### src/rtl/simd_cmp_pkg.sv
package simd_cmp_pkg;
  typedef enum logic [1:0] {
    P_EQ  = 2'd0,
    P_LT  = 2'd1,
    P_LE  = 2'd2,
    P_RSV = 2'd3
  } pred_e;

  typedef enum logic [2:0] {
    K_CCMP_B,  // byte compare -> condition field
    K_GCMP_B,  // byte compare -> register
    K_DCMP_B,  // byte compare -> both
    K_CMP_H,   // halfword compare -> condition field
    K_PICK_B,
    K_PICK_H,
    K_ILL
  } op_kind_e;
endpackage

### src/rtl/simd_cmp_dec.sv
module simd_cmp_dec
  import simd_cmp_pkg::*;
#(
  parameter int unsigned OP_W = 5
) (
  input  logic [OP_W-1:0] subop_i,
  output op_kind_e        kind_o,
  output pred_e           pred_o
);
  always_comb begin
    pred_o = pred_e'(subop_i[1:0]);
    unique case (subop_i)
      5'h00, 5'h01, 5'h02: kind_o = K_CCMP_B;
      5'h03:               kind_o = K_PICK_B;
      5'h04, 5'h05, 5'h06: kind_o = K_GCMP_B;
      5'h08, 5'h09, 5'h0A: kind_o = K_CMP_H;
      5'h0B:               kind_o = K_PICK_H;
      5'h18, 5'h19, 5'h1A: kind_o = K_DCMP_B;
      default:             kind_o = K_ILL;
    endcase
  end
endmodule

### src/rtl/simd_lane_vec.sv
module simd_lane_vec
  import simd_cmp_pkg::*;
#(
  parameter int unsigned LANE_W = 8,
  parameter int unsigned LANES  = 4,
  parameter bit          SIGNED = 1'b0,
  localparam int unsigned DATA_W = LANE_W * LANES
) (
  input  logic [DATA_W-1:0] a_i,
  input  logic [DATA_W-1:0] b_i,
  input  pred_e             pred_i,
  output logic [LANES-1:0]  vec_o
);
  for (genvar l = 0; l < LANES; l++) begin : g_lane
    logic [LANE_W-1:0] a_l, b_l;
    logic eq_l, lt_l;
    assign a_l  = a_i[l*LANE_W +: LANE_W];
    assign b_l  = b_i[l*LANE_W +: LANE_W];
    assign eq_l = (a_l == b_l);
    if (SIGNED) begin : g_s
      assign lt_l = $signed(a_l) < $signed(b_l);
    end else begin : g_u
      assign lt_l = a_l < b_l;
    end
    always_comb begin
      unique case (pred_i)
        P_EQ:    vec_o[l] = eq_l;
        P_LT:    vec_o[l] = lt_l;
        default: vec_o[l] = lt_l | eq_l;
      endcase
    end
  end
endmodule

### src/rtl/simd_pick.sv
module simd_pick #(
  parameter int unsigned LANE_W = 8,
  parameter int unsigned LANES  = 4,
  localparam int unsigned DATA_W = LANE_W * LANES
) (
  input  logic [DATA_W-1:0] a_i,
  input  logic [DATA_W-1:0] b_i,
  input  logic [LANES-1:0]  sel_i,
  output logic [DATA_W-1:0] res_o
);
  for (genvar l = 0; l < LANES; l++) begin : g_lane
    assign res_o[l*LANE_W +: LANE_W] = sel_i[l] ? a_i[l*LANE_W +: LANE_W]
                                                : b_i[l*LANE_W +: LANE_W];
  end
endmodule

### src/rtl/simd_cmp_pick.sv
module simd_cmp_pick
  import simd_cmp_pkg::*;
#(
  parameter int unsigned DATA_W = 32,
  parameter int unsigned IDX_W  = 5,
  parameter int unsigned OP_W   = 5,
  localparam int unsigned B_LANES = DATA_W / 8,
  localparam int unsigned H_LANES = DATA_W / 16,
  localparam int unsigned COND_W  = B_LANES
) (
  input  logic              clk_i,
  input  logic              rst_ni,
  input  logic              valid_i,
  input  logic [OP_W-1:0]   subop_i,
  input  logic [IDX_W-1:0]  dst_i,
  input  logic [DATA_W-1:0] src_a_i,
  input  logic [DATA_W-1:0] src_b_i,
  output logic              wr_en_o,
  output logic [IDX_W-1:0]  wr_idx_o,
  output logic [DATA_W-1:0] wr_data_o,
  output logic [COND_W-1:0] cond_o,
  output logic              illegal_o
);
  op_kind_e kind;
  pred_e    pred;
  logic [B_LANES-1:0] vec_b;
  logic [H_LANES-1:0] vec_h;
  logic [DATA_W-1:0]  pick_b, pick_h;

  logic [COND_W-1:0] cond_q, cond_n;
  logic              wr_n, ill_n, dst_ok;
  logic [DATA_W-1:0] data_n;

  simd_cmp_dec #(.OP_W(OP_W)) u_dec (
    .subop_i(subop_i), .kind_o(kind), .pred_o(pred)
  );

  simd_lane_vec #(.LANE_W(8), .LANES(B_LANES), .SIGNED(1'b0)) u_vec_b (
    .a_i(src_a_i), .b_i(src_b_i), .pred_i(pred), .vec_o(vec_b)
  );

  simd_lane_vec #(.LANE_W(16), .LANES(H_LANES), .SIGNED(1'b1)) u_vec_h (
    .a_i(src_a_i), .b_i(src_b_i), .pred_i(pred), .vec_o(vec_h)
  );

  simd_pick #(.LANE_W(8), .LANES(B_LANES)) u_pick_b (
    .a_i(src_a_i), .b_i(src_b_i), .sel_i(cond_q), .res_o(pick_b)
  );

  simd_pick #(.LANE_W(16), .LANES(H_LANES)) u_pick_h (
    .a_i(src_a_i), .b_i(src_b_i), .sel_i(cond_q[H_LANES-1:0]), .res_o(pick_h)
  );

  assign dst_ok = (dst_i != '0);

  always_comb begin
    cond_n = cond_q;
    wr_n   = 1'b0;
    ill_n  = 1'b0;
    data_n = '0;
    if (valid_i) begin
      unique case (kind)
        K_CCMP_B: cond_n = vec_b;
        K_CMP_H:  cond_n[H_LANES-1:0] = vec_h;
        K_GCMP_B: begin
          wr_n   = dst_ok;
          data_n = DATA_W'(vec_b);
        end
        K_DCMP_B: begin
          // destination 0 squashes the condition update as well
          wr_n   = dst_ok;
          data_n = DATA_W'(vec_b);
          if (dst_ok) cond_n = vec_b;
        end
        K_PICK_B: begin
          wr_n   = dst_ok;
          data_n = pick_b;
        end
        K_PICK_H: begin
          wr_n   = dst_ok;
          data_n = pick_h;
        end
        default: ill_n = 1'b1;
      endcase
    end
  end

  always_ff @(posedge clk_i or negedge rst_ni) begin
    if (!rst_ni) begin
      cond_q    <= '0;
      wr_en_o   <= 1'b0;
      wr_idx_o  <= '0;
      wr_data_o <= '0;
      illegal_o <= 1'b0;
    end else begin
      cond_q    <= cond_n;
      wr_en_o   <= wr_n;
      wr_idx_o  <= dst_i;
      wr_data_o <= wr_n ? data_n : '0;
      illegal_o <= ill_n;
    end
  end

  assign cond_o = cond_q;
endmodule

### config.mk
export PLATFORM = sky130hd
export DESIGN_NAME = simd_cmp_pick
export DESIGN_NICKNAME = d
export VERILOG_FILES = /design/src/rtl/simd_cmp_pkg.sv /design/src/rtl/simd_cmp_dec.sv /design/src/rtl/simd_lane_vec.sv /design/src/rtl/simd_pick.sv /design/src/rtl/simd_cmp_pick.sv
export SDC_FILE = /design/constraint.sdc
export NUM_CORES = 1
export LEC_CHECK = 0
export BUFFER_PORTS_ARGS = -buffer_cell sky130_fd_sc_hd__buf_2
export CORE_ASPECT_RATIO = 0.6
export CORE_MARGIN = 2
export CORE_UTILIZATION = 50
export CTS_CLUSTER_DIAMETER = 30
export DETAILED_ROUTE_END_ITERATION = 7
export PLACE_DENSITY = 0.82
export SLEW_MARGIN = 20
export SYNTH_ARGS = -nofsm -noshare
export SYNTH_HDL_FRONTEND = slang
export SYNTH_HIERARCHICAL = 1
export SYNTH_SLANG_ARGS = --single-unit
export TNS_END_PERCENT = 20
### constraint.sdc
create_clock -name clk_i -period 2.1 [get_ports clk_i]
set_clock_uncertainty 0.05 [all_clocks]
set_input_delay 0.105 -clock clk_i [delete_from_list [all_inputs] [get_ports clk_i]]
set_output_delay 0.105 -clock clk_i [all_outputs]
set_load 0.01 [all_outputs]
; ---- Word-level counts from Yosys, hierarchy flattened
; Memory sizes are Yosys's and may differ from the RTL's.
; Cells that the tools add are included.
; W data, S select, Z words.
[word_totals]
n_memories = 1
out_inout_bits = 43
in_bits = 77
elab_cells = 64
ff_bits = 43
mem_bits_ro = 96
[op_classes]
mux = 22
bitwise_logic = 6
order_cmp = 6
eq_ne = 13
reduce_logical = 10
[mem_list]
columns = memory, depth, width, read_ports, rd_clocked_by_memory_dff, write_ports, line_no
row1 = (no name shown), 32, 3, 1, 0, 0, simd_cmp_dec.sv:12  ; unique case (subop_i)
[ops]
columns = operator, count
row1 = $pmux W32 S3, 1
row2 = $mux W32, 2
row3 = $eq A16 B16 Y1, 2
row4 = $eq A8 B8 Y1, 4
row5 = $lt A16 B16 Y1, 2
row6 = $lt A8 B8 Y1, 4
row7 = $mux W16, 2
row8 = $mux W8, 4
row9 = $pmux W1 S2, 6
row10 = $eq A3 B2 Y1 const B, 2
row11 = $eq A3 B3 Y1 const B, 2
row12 = $or A1 B1 Y1, 6
row13 = $pmux W2 S3, 1
row14 = $reduce_and A3 Y1, 2
row15 = $reduce_or A6 Y1, 1
row16 = $reduce_bool A5 Y1, 1
row17 = $mux W1, 4
row18 = $mux W4, 1
row19 = $pmux W2 S2, 1
row20 = $reduce_or A4 Y1, 1
row21 = $eq A3 B1 Y1 const B, 1
row22 = $logic_not A3 Y1, 1
row23 = $reduce_bool A3 Y1, 1
row24 = $eq A2 B1 Y1 const B, 1
row25 = other kinds (4), 4

; ---- Depth between registers and ports, before layout
; Gate-level depths: netlist (run 1).
[logic_depth]
ltp_word = 6
depth_mapped = 9
ltp_nobuf = 9

; ---- Hierarchy
; The synthesis (run 1) kept the hierarchy.
[modules_own_cells]
columns = module, seq_area_each_um2, cells_each, instances, area_each_um2
row1 = simd_cmp_pick, 1076.0, 147, 1, 1853.0
row2 = simd_lane_vec at u_vec_h, 0.0, 127, 1, 878.3
row3 = simd_lane_vec at u_vec_b, 0.0, 114, 1, 815.8
row4 = simd_pick at u_pick_b, 0.0, 36, 1, 525.5
row5 = simd_pick at u_pick_h, 0.0, 36, 1, 498.0
row6 = simd_cmp_dec, 0.0, 10, 1, 66.3

; ---- Worst setup path before layout (run 1)
; OpenSTA, ideal clock, no wires.
[synth_path]
path_type = input-to-reg
startpoint = input src_b_i[15]
endpoint = register cond_q[0] (netlist: cond_o[0])
arrival_ps = 1890
setup_time_ps = 125
stages = 8
required_time_ps = 1925
n_path_buf = 0
setup_slack_ps = 36
cell_sequence = inv_1 -> ha_1 -> and4_1 -> a221o_1 -> a21oi_2 -> mux2_4 -> mux2_2 -> mux2_2
[synth_between]
elab_chain_cells = 4
elab_cells_between_ends = 5
classes_between = 1 x order compare / 1 x eq/ne / 2 x mux / 1 x bitwise
[synth_lines]
columns = element, line_no
row1 = start: declaration, simd_cmp_pick.sv:17  ; input logic [DATA_W-1:0] src_b_i,
row2 = $lt A16 B16 Y1 or $eq A16 B16 Y1 (tied branches), "simd_lane_vec.sv:21, simd_lane_vec.sv:19"
row3 = $or A1 B1 Y1, simd_lane_vec.sv:29  ; default: vec_o[l] = lt_l | eq_l;
row4 = $pmux W1 S2 *, simd_lane_vec.sv:26  ; unique case (pred_i)
row5 = named net vec_h[0], simd_cmp_pick.sv:27  ; logic [H_LANES-1:0] vec_h;
row6 = $pmux W2 S3 *, simd_cmp_pick.sv:62  ; unique case (kind)
row7 = end signal: assignment, simd_cmp_pick.sv:96  ; cond_q <= cond_n;
row8 = end: declaration, simd_cmp_pick.sv:30  ; logic [COND_W-1:0] cond_q, cond_n;
; Mark *: on every way through the listed nets, which the timed path passes. The rest lies on a longest branch.
; A chain may end at the register's enable or synchronous reset.

; ---- Worst setup path after layout (run 1)
[layout_path]
startpoint = input src_b_i[14]
endpoint = register cond_q[0] (netlist: cond_o[0])
; Same word-level chain as after synthesis.

==> impl_metrics.yaml, run 1 <==
status:
  status: "completed"
placed_design:
  dp_hpwl_um: 9740
  io_buffers: 119
  place.gp.congestion: 0.932
  dp.cells: 718
synth:
  synthXorXnorAreaFrac: 0.00378
  ys_warn_count: 6
  synth_top_area_frac: 0.232
  synth.area.mux_share: 0.290
  synthAdderAreaFrac: 0.173
  ys_seq_elements: 43
  synth_edf_count: 0
  synth_simple_gate_area_frac: 0.110
  synth-compound-area-share: 0.0926
  yosysMostFrequentCell: "inv_1"
  postSynthAreaPerCell_um2: 9.87
  synth_common_cells: "inv_1, ha_1, mux2_4"
  ys_seq_area_frac: 0.232
  async_flop_share: 1.00
  syn_nets: 611
  synth_area_leaders: "dfrtp_1, ha_1, mux2_4"
  synth.cell_area_um2: 4640
  synth_top_family_by_area: "multiplexers"
  yosysTopAreaCell: "dfrtp_1"
  synth_top_flop_cell: "dfrtp_1"
  synthCells: 470
  yosysUniqueCellTypes: 46
critical_path:
  r2r-end: "wr_data_o[1]$_DFF_PN0_"
  path_max_fanout: 4
  reg2reg_slack_ns: 0.35
  endpoint_kind: "flop"
  arrival_ns: 2.11
  reg2reg_depth: 4
  required_ns: 2.23
  worstReg2RegStart: "cond_o[0]$_DFFE_PN0P_"
  crit_type: "in -> reg"
  cp-start-kind: "input port"
  startpoint: "src_b_i[14]"
sta:
  hold_viol_final: 0
  worst_slew_pin_slew_ns: 0.692
  fmax_ghz: 0.504
  slew_viol_final: 0
  finalSetupViolCount: 0
  relSlewSlack: 0.539
  rsz0062_at_grt: "false"
  fin_crit_sh: 0.944
  min_period_ns: 1.98
min_path:
  hp-class: "in -> reg"
  hold_depth: 2
  min_to: "illegal_o$_DFF_PN0_"
  hp-start: "valid_i"
detailed_routing:
  drc: 0
  firstDrtPassIters: 5
  finalWirelength_um: 12200
  antenna_left: 0
  first_iter_violations: 191
  avgViaCountPerCell: 5.47
  wire_per_inst_um: 16.7
  num_vias: 4007
clocking:
  clock-sinks: 43
  clk_pin_slew_ns: 0.07
  h-tree-depth: 2
  cts_buffer_depth: 2
  worstSkewPairLatency_ns: 0.29
  cts_buffers: 5
  cts_tree: "built"
  cts.root.buffer_cell: "clkbuf_16"
die:
  die_area_um2: 10100
  num_io_pins: 120
  core_area_um2: 9090
  fp.dieH_um: 78.6
  die_w_um: 128
  rows: 27
  initial_core_util: 0.510
global_route:
  grt_pass1_vias: 4179
  overflow: 0
  grt_max_degree: 29
  grt_pass1_wl_um: 19600
  antenna_found_initial: 0
  grtUsageTotal: 0.248
final_layout:
  final_nets: 756
  post-route-util: 0.625
  diodes: 0
  areaGrowthSynthToFinish_pct: 22.5
  final_cells: 732
  drive_gt1_frac: 0.399
power:
  irDropWorstVdd_uv: 435
  cellLeakagePower_nw: 3.14
  power_density_nw_per_um2: 607
run:
  drv_cap: 0
layout make-up:
class | count | area, um2
sequential | 43 | 1080
inverter | 71 | 267
multi-input combinational | 337 | 3110
clock buffer | 6 | 139
clock inverter | 2 | 35.0
timing repair buffer | 157 | 908
fill | 783 | 3410
tap | 116 | 145
worst max path at each step:
stage / slack [ns] / end
floorplan: 0.04 / cond_o[0]$_DFFE_PN0P_
detailed placement: -0.21 / cond_o[0]$_DFFE_PN0P_
global route: 0.01 / cond_o[0]$_DFFE_PN0P_
finish: 0.12 / cond_o[0]$_DFFE_PN0P_
CTS: 0.09 / cond_o[0]$_DFFE_PN0P_
global placement: -0.15 / cond_o[0]$_DFFE_PN0P_
power breakdown:
part | switching, mW | total (mW) | internal (mW) | leakage [nW]
clock | 0.347 | 0.939 | 0.592 | 0.0868
sequential | 0.0985 | 0.977 | 0.879 | 0.576
combinational | 0.677 | 1.53 | 0.854 | 2.48
total | 1.12 | 3.45 | 2.33 | 3.14
critical path, stage by stage:
cell and delay (ns):
buf_2 0.12, inv_1 0.05, ha_1 0.32, and4_4 0.21, a221o_1 0.35, a21oi_2 0.12, mux2_4 0.31, mux2_2 0.25
mux2_2 0.27
layer usage:
metal / GRT usage / vias up / routed length (um)
li1: - / 1937 / -
met1: 0.312 / 1884 / 5400
met3: 0.0573 / 24 / 896
met2: 0.414 / 162 / 5700
met5: 0 / - / 0
met4: 0.0912 / 0 / 253
what timing repair did:
action                                 4_1_cts  5_1_grt
setup endpoints to repair                    0        1
resized for setup                            0        2
endpoints found under the hold margin       29        0
buffers inserted                             0        0
hold buffers                                 6        0
through the flow:
stage / setup TNS (ns) / power (mW) / hold WS (ns) / setup slack, ns / instance area (um2)
after floorplan: 0 / 2.14 / -0.241 / 0.0355 / 4640
after global placement: -0.153 / 2.43 / 0.113 / -0.153 / 5450
after detailed placement: -0.213 / 2.50 / 0.139 / -0.213 / 5450
after CTS: 0 / 3.46 / 0.0272 / 0.0896 / 5680
after global routing: 0 / 3.63 / 0.0579 / 0.0131 / 5680
final: 0 / 3.45 / 0.0334 / 0.117 / 5680
cell families (layout without fill, tap and decap cells):
family | after synthesis | after routing
mux | 105 | 105
simple gates | 99 | 99
buf+inv | 90 | 236
compound gates | 67 | 67
fa+ha+maj | 64 | 64
flops | 43 | 43
xor+xnor | 2 | 2
registers in the layout, summed over array words and instances (netlist names):
register   flops
illegal_o      1
cond_o         4
wr_idx_o       5
wr_data_o     32
wr_en_o        1
layout by cell type (no fill, tap or decap), types with 3 or more instances in the layout:
| cell | instances |
|---|---|
| buf_2 | 119 |
| inv_1 | 70 |
| ha_1 | 64 |
| mux2_4 | 53 |
| dfrtp_1 | 43 |
| nor2_1 | 35 |
| mux2i_1 | 31 |
| buf_4 | 31 |
| a21oi_1 | 27 |
| mux2_2 | 21 |
| nand2_1 | 17 |
| nand4_1 | 13 |
| o21ai_1 | 8 |
| o21ai_0 | 8 |
| nor2b_1 | 7 |
| dlygate4sd3_1 | 6 |
| or3_1 | 5 |
| nor3_1 | 5 |
| clkbuf_16 | 5 |
| nand3_1 | 4 |
| a211oi_1 | 4 |
| o211ai_1 | 4 |
| a22oi_1 | 3 |
No activity file was read; power rests on OpenSTA's default activity.
==> inputs of run 2 (changes only) <==
- BUFFER_PORTS_ARGS: -buffer_cell sky130_fd_sc_hd__buf_2 -> unset
- CAP_MARGIN: unset -> 5
- DONT_BUFFER_PORTS: unset -> 1
- PLACE_DENSITY: 0.82 -> 0.71
==> run 2 against run 1 <==
Net effect: clock power shrank 5.9%; first-iteration DRC count shrank 45%; clock-buffer cell count shrank 1; register-to-register slack lost 0.09 ns; sequential cell count is the same; wire length shrank 10%; highest routed layer unchanged.
==> impl_metrics.yaml, run 2 (synthesis gave the netlist of run 1 again) <==
final_layout:
  drive_gt1_frac: 0.217
  final_common_cell: "inv_1"
  n_fill_cell: 822
  regArea_um2: 1080
  final_nets: 616
  final_cell_mix: "inv_1, ha_1, mux2_4"
  largest_reg_flops: 32
  multiInputGateArea_um2: 3110
  regMostFlops: "wr_data_o"
  areaGrowthSynthToFinish_pct: 6.48
  finish.instance_area_um2: 4940
  diodes: 0
sta:
  worst_slew_pin_slew_ns: 0.642
  min_period_ns: 1.92
  fin_crit_sh: 0.916
  fmax_ghz: 0.520
  slew_viol_final: 0
  holdWs_ns: 0.0455
  finalSetupViolCount: 0
  rsz0062_at_grt: "false"
  hold_viol_final: 0
  setup_tns_ns: 0
  relSlewSlack: 0.572
clocking:
  cts_buffers: 5
  clock-sinks: 43
  cts.root.buffer_cell: "clkbuf_16"
  clk_pin_slew_ns: 0.06
  worstSkewPairLatency_ns: 0.28
  postCtsSetupBuffers: 0
  cts_tree: "built"
  cts_buffer_depth: 2
  h-tree-depth: 2
die:
  core_area_um2: 9090
  die_w_um: 128
  die_area_um2: 10100
  initial_core_util: 0.510
  rows: 27
  num_io_pins: 120
  fp.dieH_um: 78.6
power:
  internal_power_mw: 2.18
  irDropWorstVdd_uv: 473
  power_density_nw_per_um2: 641
  cellLeakagePower_nw: 2.51
  switching_power_mw: 0.978
  power_frac_clock: 0.279
  swShare: 0.309
  power_frac_comb: 0.403
  power_frac_seq: 0.317
detailed_routing:
  met1_length_um: 5560
  num_vias: 3342
  route.met2.wl_um: 4510
  finalWirelength_um: 11000
  avgViaCountPerCell: 5.65
  wire_per_inst_um: 18.6
  antenna_left: 0
  first_iter_violations: 105
  firstDrtPassIters: 4
  met3_length_um: 775
  drc: 0
  top_layer_used: "met4"
global_route:
  antenna_found_initial: 0
  overflow: 0
  grt_pass1_vias: 3492
  grt_pass1_wl_um: 17800
  grtUsageTotal: 0.226
  grt_max_degree: 44
critical_path:
  reg2reg_depth: 4
  required_ns: 2.22
  arrival_ns: 2.05
  endpoint_kind: "flop"
  path_max_fanout: 4
  cp-start-kind: "input port"
  crit_type: "in -> reg"
placed_design:
  place.gp.congestion: 0.874
  dp_hpwl_um: 8470
  io_buffers: 0
  dpl-instance-area_um2: 4680
min_path:
  hold_depth: 3
  hp-class: "in -> reg"
status:
  status: "completed"
run:
  drv_cap: 0
run 2: changes by cell type in the layout (fill, tap and decap cells not counted), sizes merged:
cell and delta:
buf -141, clkbuf -1, clkinv -1, clkinvlp +1, dlygate4sd3 +1
run 2: repair_timing:
item                                   CTS  global route
hold buffers                             8             0
setup endpoints to repair                0             0
gates resized for setup                  0             0
endpoints found under the hold margin   49             0
run 2: worst max-delay path, stage by stage:
cell and delay, ns:
inv_1 0.02, ha_1 0.29, a21oi_1 0.21, o21ai_0 0.14, a221o_1 0.35, a21oi_2 0.12
mux2_4 0.30, mux2_2 0.25, mux2_2 0.26
run 2: per-stage QoR:
step	total power, mW	util	cells	setup WS, ns
2_1_floorplan	2.14	-	470	0.0355
3_3_place_gp	2.23	0.515	576	-0.0300
3_5_place_dp	2.26	0.515	576	-0.0841
4_1_cts	3.20	0.543	591	0.223
5_1_grt	3.36	0.543	591	0.145
6_report	3.16	0.543	591	0.175
run 2: layer usage:
| layer | vias up | track usage |
|---|---|---|
| met5 | - | 0 |
| met1 | 1554 | 0.315 |
| met4 | 0 | 0.0484 |
| li1 | 1655 | - |
| met3 | 18 | 0.0716 |
| met2 | 115 | 0.341 |
run 2: final timing paths:
check                      slack [ns]             startpoint                      end
setup / recovery                 0.18             src_b_i[5]    cond_o[0]$_DFFE_PN0P_
hold / removal                   0.05            src_a_i[22]  wr_data_o[22]$_DFF_PN0_
setup reg to reg                 0.26  cond_o[0]$_DFFE_PN0P_  wr_data_o[15]$_DFF_PN0_
hold reg to reg                  0.78  cond_o[1]$_DFFE_PN0P_    cond_o[1]$_DFFE_PN0P_
max in group asynchronous        1.50                 rst_ni  wr_data_o[25]$_DFF_PN0_
min in group asynchronous        0.30                 rst_ni   wr_data_o[8]$_DFF_PN0_
run 2: power groups by stage:
stage,logic (mW),registers [mW],clock network [mW]
final,1.28,1.00,0.884
after global routing,1.40,1.01,0.945
after CTS,1.28,1.01,0.916
after detailed placement,1.24,1.02,0
after global placement,1.21,1.02,0
after floorplan,1.18,0.956,0
run 2: cell type report:
type	count	share of cell area
Clock inverter	2	0.00760
Inverter	71	0.0540
Clock buffer	5	0.0253
Sequential cell	43	0.218
Multi-Input combinational cell	337	0.630
Tap cell	116	0.0294
Timing Repair Buffer	17	0.0360
==> inputs of run 3 (changes only) <==
- ABC_AREA: unset -> 1
- CAP_MARGIN: 5 -> unset
==> run 3 against run 2 <==
Net effect: die area is 2.2% higher; critical endpoint is now wr_data_o[10]$_DFF_PN0_; non-clock buffer count is 2 higher; synthesized cell count rose by 71%; largest cell class unchanged; critical path type is now reg -> reg; highest routed layer unchanged; clock power decreased by 14%; power is 11% lower.
==> impl_metrics.yaml, run 3 <==
synth:
  yosysMostFrequentCell: "nand2_1"
  synthCells: 802
  syn_nets: 943
  ys_seq_area_frac: 0.227
  ys_warn_count: 6
  synth_top_area_frac: 0.311
  synth_area_leaders: "nand2_1, dfrtp_1, ha_1"
  synth_edf_count: 0
  async_flop_share: 1.00
  yosysUniqueCellTypes: 30
  yosysTopAreaCell: "nand2_1"
  postSynthAreaPerCell_um2: 5.92
  synth_top_flop_cell: "dfrtp_1"
  synth.cell_area_um2: 4740
  ys_seq_elements: 43
  synth_common_cells: "nand2_1, inv_1, nor2_1"
detailed_routing:
  firstDrtPassIters: 5
  num_vias: 4623
  wire_per_inst_um: 13.8
  antenna_left: 0
  avgViaCountPerCell: 4.93
  first_iter_violations: 300
  finalWirelength_um: 12900
  drc: 0
final_layout:
  areaGrowthSynthToFinish_pct: 6.83
  final_nets: 948
  largest_reg_flops: 32
  diodes: 0
  final_common_cell: "nand2_1"
  final_cell_mix: "nand2_1, inv_1, nor2_1"
  regMostFlops: "wr_data_o"
  drive_gt1_frac: 0.0507
global_route:
  busiest_layer: "met2"
  grtUsageTotal: 0.257
  antenna_found_initial: 0
  grt_max_degree: 44
  grt_util_met3: 0.101
  grt_util_met1: 0.358
  grt_pass1_vias: 4168
  use_met2: 0.377
  grt_pass1_wl_um: 20600
  overflow: 0
power:
  irDropWorstVdd_uv: 385
  cellLeakagePower_nw: 3.17
  power_density_nw_per_um2: 558
sta:
  slew_viol_final: 0
  finalSetupViolCount: 0
  setup_tns_ns: 0
  fmax_ghz: 0.606
  fin_crit_sh: 0.786
  hold_viol_final: 0
  worst_slew_pin_slew_ns: 0.532
  holdWs_ns: 0.0571
  relSlewSlack: 0.645
  min_period_ns: 1.65
  rsz0062_at_grt: "false"
critical_path:
  worstPathCellList: "buf_4 -> inv_2 -> nand2_1 -> nand2_1 -> nand2_1 -> nand2_1 -> inv_1 -> nor2_1"
  reg2reg_slack_ns: 0.45
  path_common_cell: "nand2_1"
  cp-start-kind: "flop"
  required_ns: 2.23
  crit_buf_inv: 3
  slowest_stage: "dfrtp_1"
  path_max_fanout: 11
  critPathMaxStageDelay_ns: 0.57
  arrival_ns: 1.78
  endpoint_kind: "flop"
  cpLargestDelayFamily: "flip-flops"
  crit_type: "reg -> reg"
clocking:
  h-tree-depth: 2
  cts.root.buffer_cell: "clkbuf_16"
  worstSkewPairLatency_ns: 0.28
  clk_pin_slew_ns: 0.06
  cts_buffers: 5
  cts.repair.resized: 0
  cts_tree: "built"
  clock-sinks: 43
  cts_buffer_depth: 2
die:
  rows: 27
  die_w_um: 130
  num_io_pins: 120
  die_area_um2: 10300
  core_area_um2: 9190
  initial_core_util: 0.516
  fp.dieH_um: 79.5
placed_design:
  place.gp.congestion: 0.894
  dp_hpwl_um: 10300
  io_buffers: 0
run:
  drv_cap: 0
status:
  status: "completed"
min_path:
  hp-class: "in -> reg"
run 3: cell types whose count changed in the layout (fill, tap and decap cells not counted), sizes merged, moves of 11 or more:
cell | previous run | this run
mux2i | 31 | 0
mux2 | 74 | 0
nand4 | 13 | 2
nor2 | 38 | 68
nand3 | 4 | 27
nand2 | 17 | 398
inv | 71 | 140
run 3: metrics by stage:
| stage | cell area, um2 | setup WS [ns] | utilization | instances | power (mW) |
|---|---|---|---|---|---|
| 5_1_grt | 5070 | 0.360 | 0.552 | 938 | 3.08 |
| 3_5_place_dp | 4830 | 0.252 | 0.526 | 922 | 2.04 |
| 2_1_floorplan | 4740 | 0.674 | - | 802 | 1.87 |
| 6_report | 5070 | 0.450 | 0.552 | 938 | 2.83 |
| 4_1_cts | 5070 | 0.464 | 0.552 | 938 | 2.84 |
| 3_3_place_gp | 4830 | 0.339 | 0.526 | 922 | 2.00 |
run 3: path summary, 6_finish.rpt:
path | startpoint | endpoint | cells past startpoint
worst max register to register | cond_o[1]$_DFFE_PN0P_ | wr_data_o[10]$_DFF_PN0_ | 8
worst max-delay path | cond_o[1]$_DFFE_PN0P_ | wr_data_o[10]$_DFF_PN0_ | 8
worst min-delay path | src_b_i[28] | wr_data_o[28]$_DFF_PN0_ | 6
min in group asynchronous | rst_ni | wr_data_o[10]$_DFF_PN0_ | 2
max in group asynchronous | rst_ni | wr_data_o[16]$_DFF_PN0_ | 2
worst min register to register | cond_o[2]$_DFFE_PN0P_ | cond_o[2]$_DFFE_PN0P_ | 2
run 3: routing by layer:
layer,share of wire,vias to the layer above,routed length [um]
li1,-,2396,-
met2,0.39,179,5090
met1,0.47,2038,6080
met3,0.13,10,1620
met4,0.0091,0,117
met5,0,-,0
run 3: timing repair:
| item | in CTS | in global routing |
|---|---|---|
| endpoints found under the hold margin | 49 | 0 |
| setup buffers | 0 | 0 |
| hold buffers | 8 | 0 |
run 3: power breakdown:
part | internal [mW] | switching [mW] | leakage [nW] | total [mW]
clock network | 0.439 | 0.321 | 0.0669 | 0.760
registers | 0.870 | 0.0897 | 0.580 | 0.960
logic | 0.391 | 0.717 | 2.53 | 1.11
run 3: cell families (layout without fill, tap and decap cells):
| kind of cell | count (synthesis) | in the layout | synth area share |
|---|---|---|---|
| compound gates | 31 | 31 | 0.0359 |
| fa+ha+maj | 64 | 64 | 0.169 |
| buf+inv | 162 | 168 | 0.152 |
| flops | 43 | 43 | 0.227 |
| simple gates | 502 | 502 | 0.416 |
run 3: worst reg2reg max path: cells and delay by family (launching register included):
family | cells | cell delay [ns]
DFF | 1 | 0.57
buffers and inverters | 3 | 0.48
and+or+nand+nor | 5 | 0.45
run 3: final cells by class:
type | count | area, um2
fillers | 939 | 4120
inverters | 141 | 542
well taps | 130 | 163
clock buffers | 6 | 129
multi-input cells | 597 | 2950
clock inverters | 2 | 12.5
repair buffers | 19 | 193
flip-flops and latches | 43 | 1080
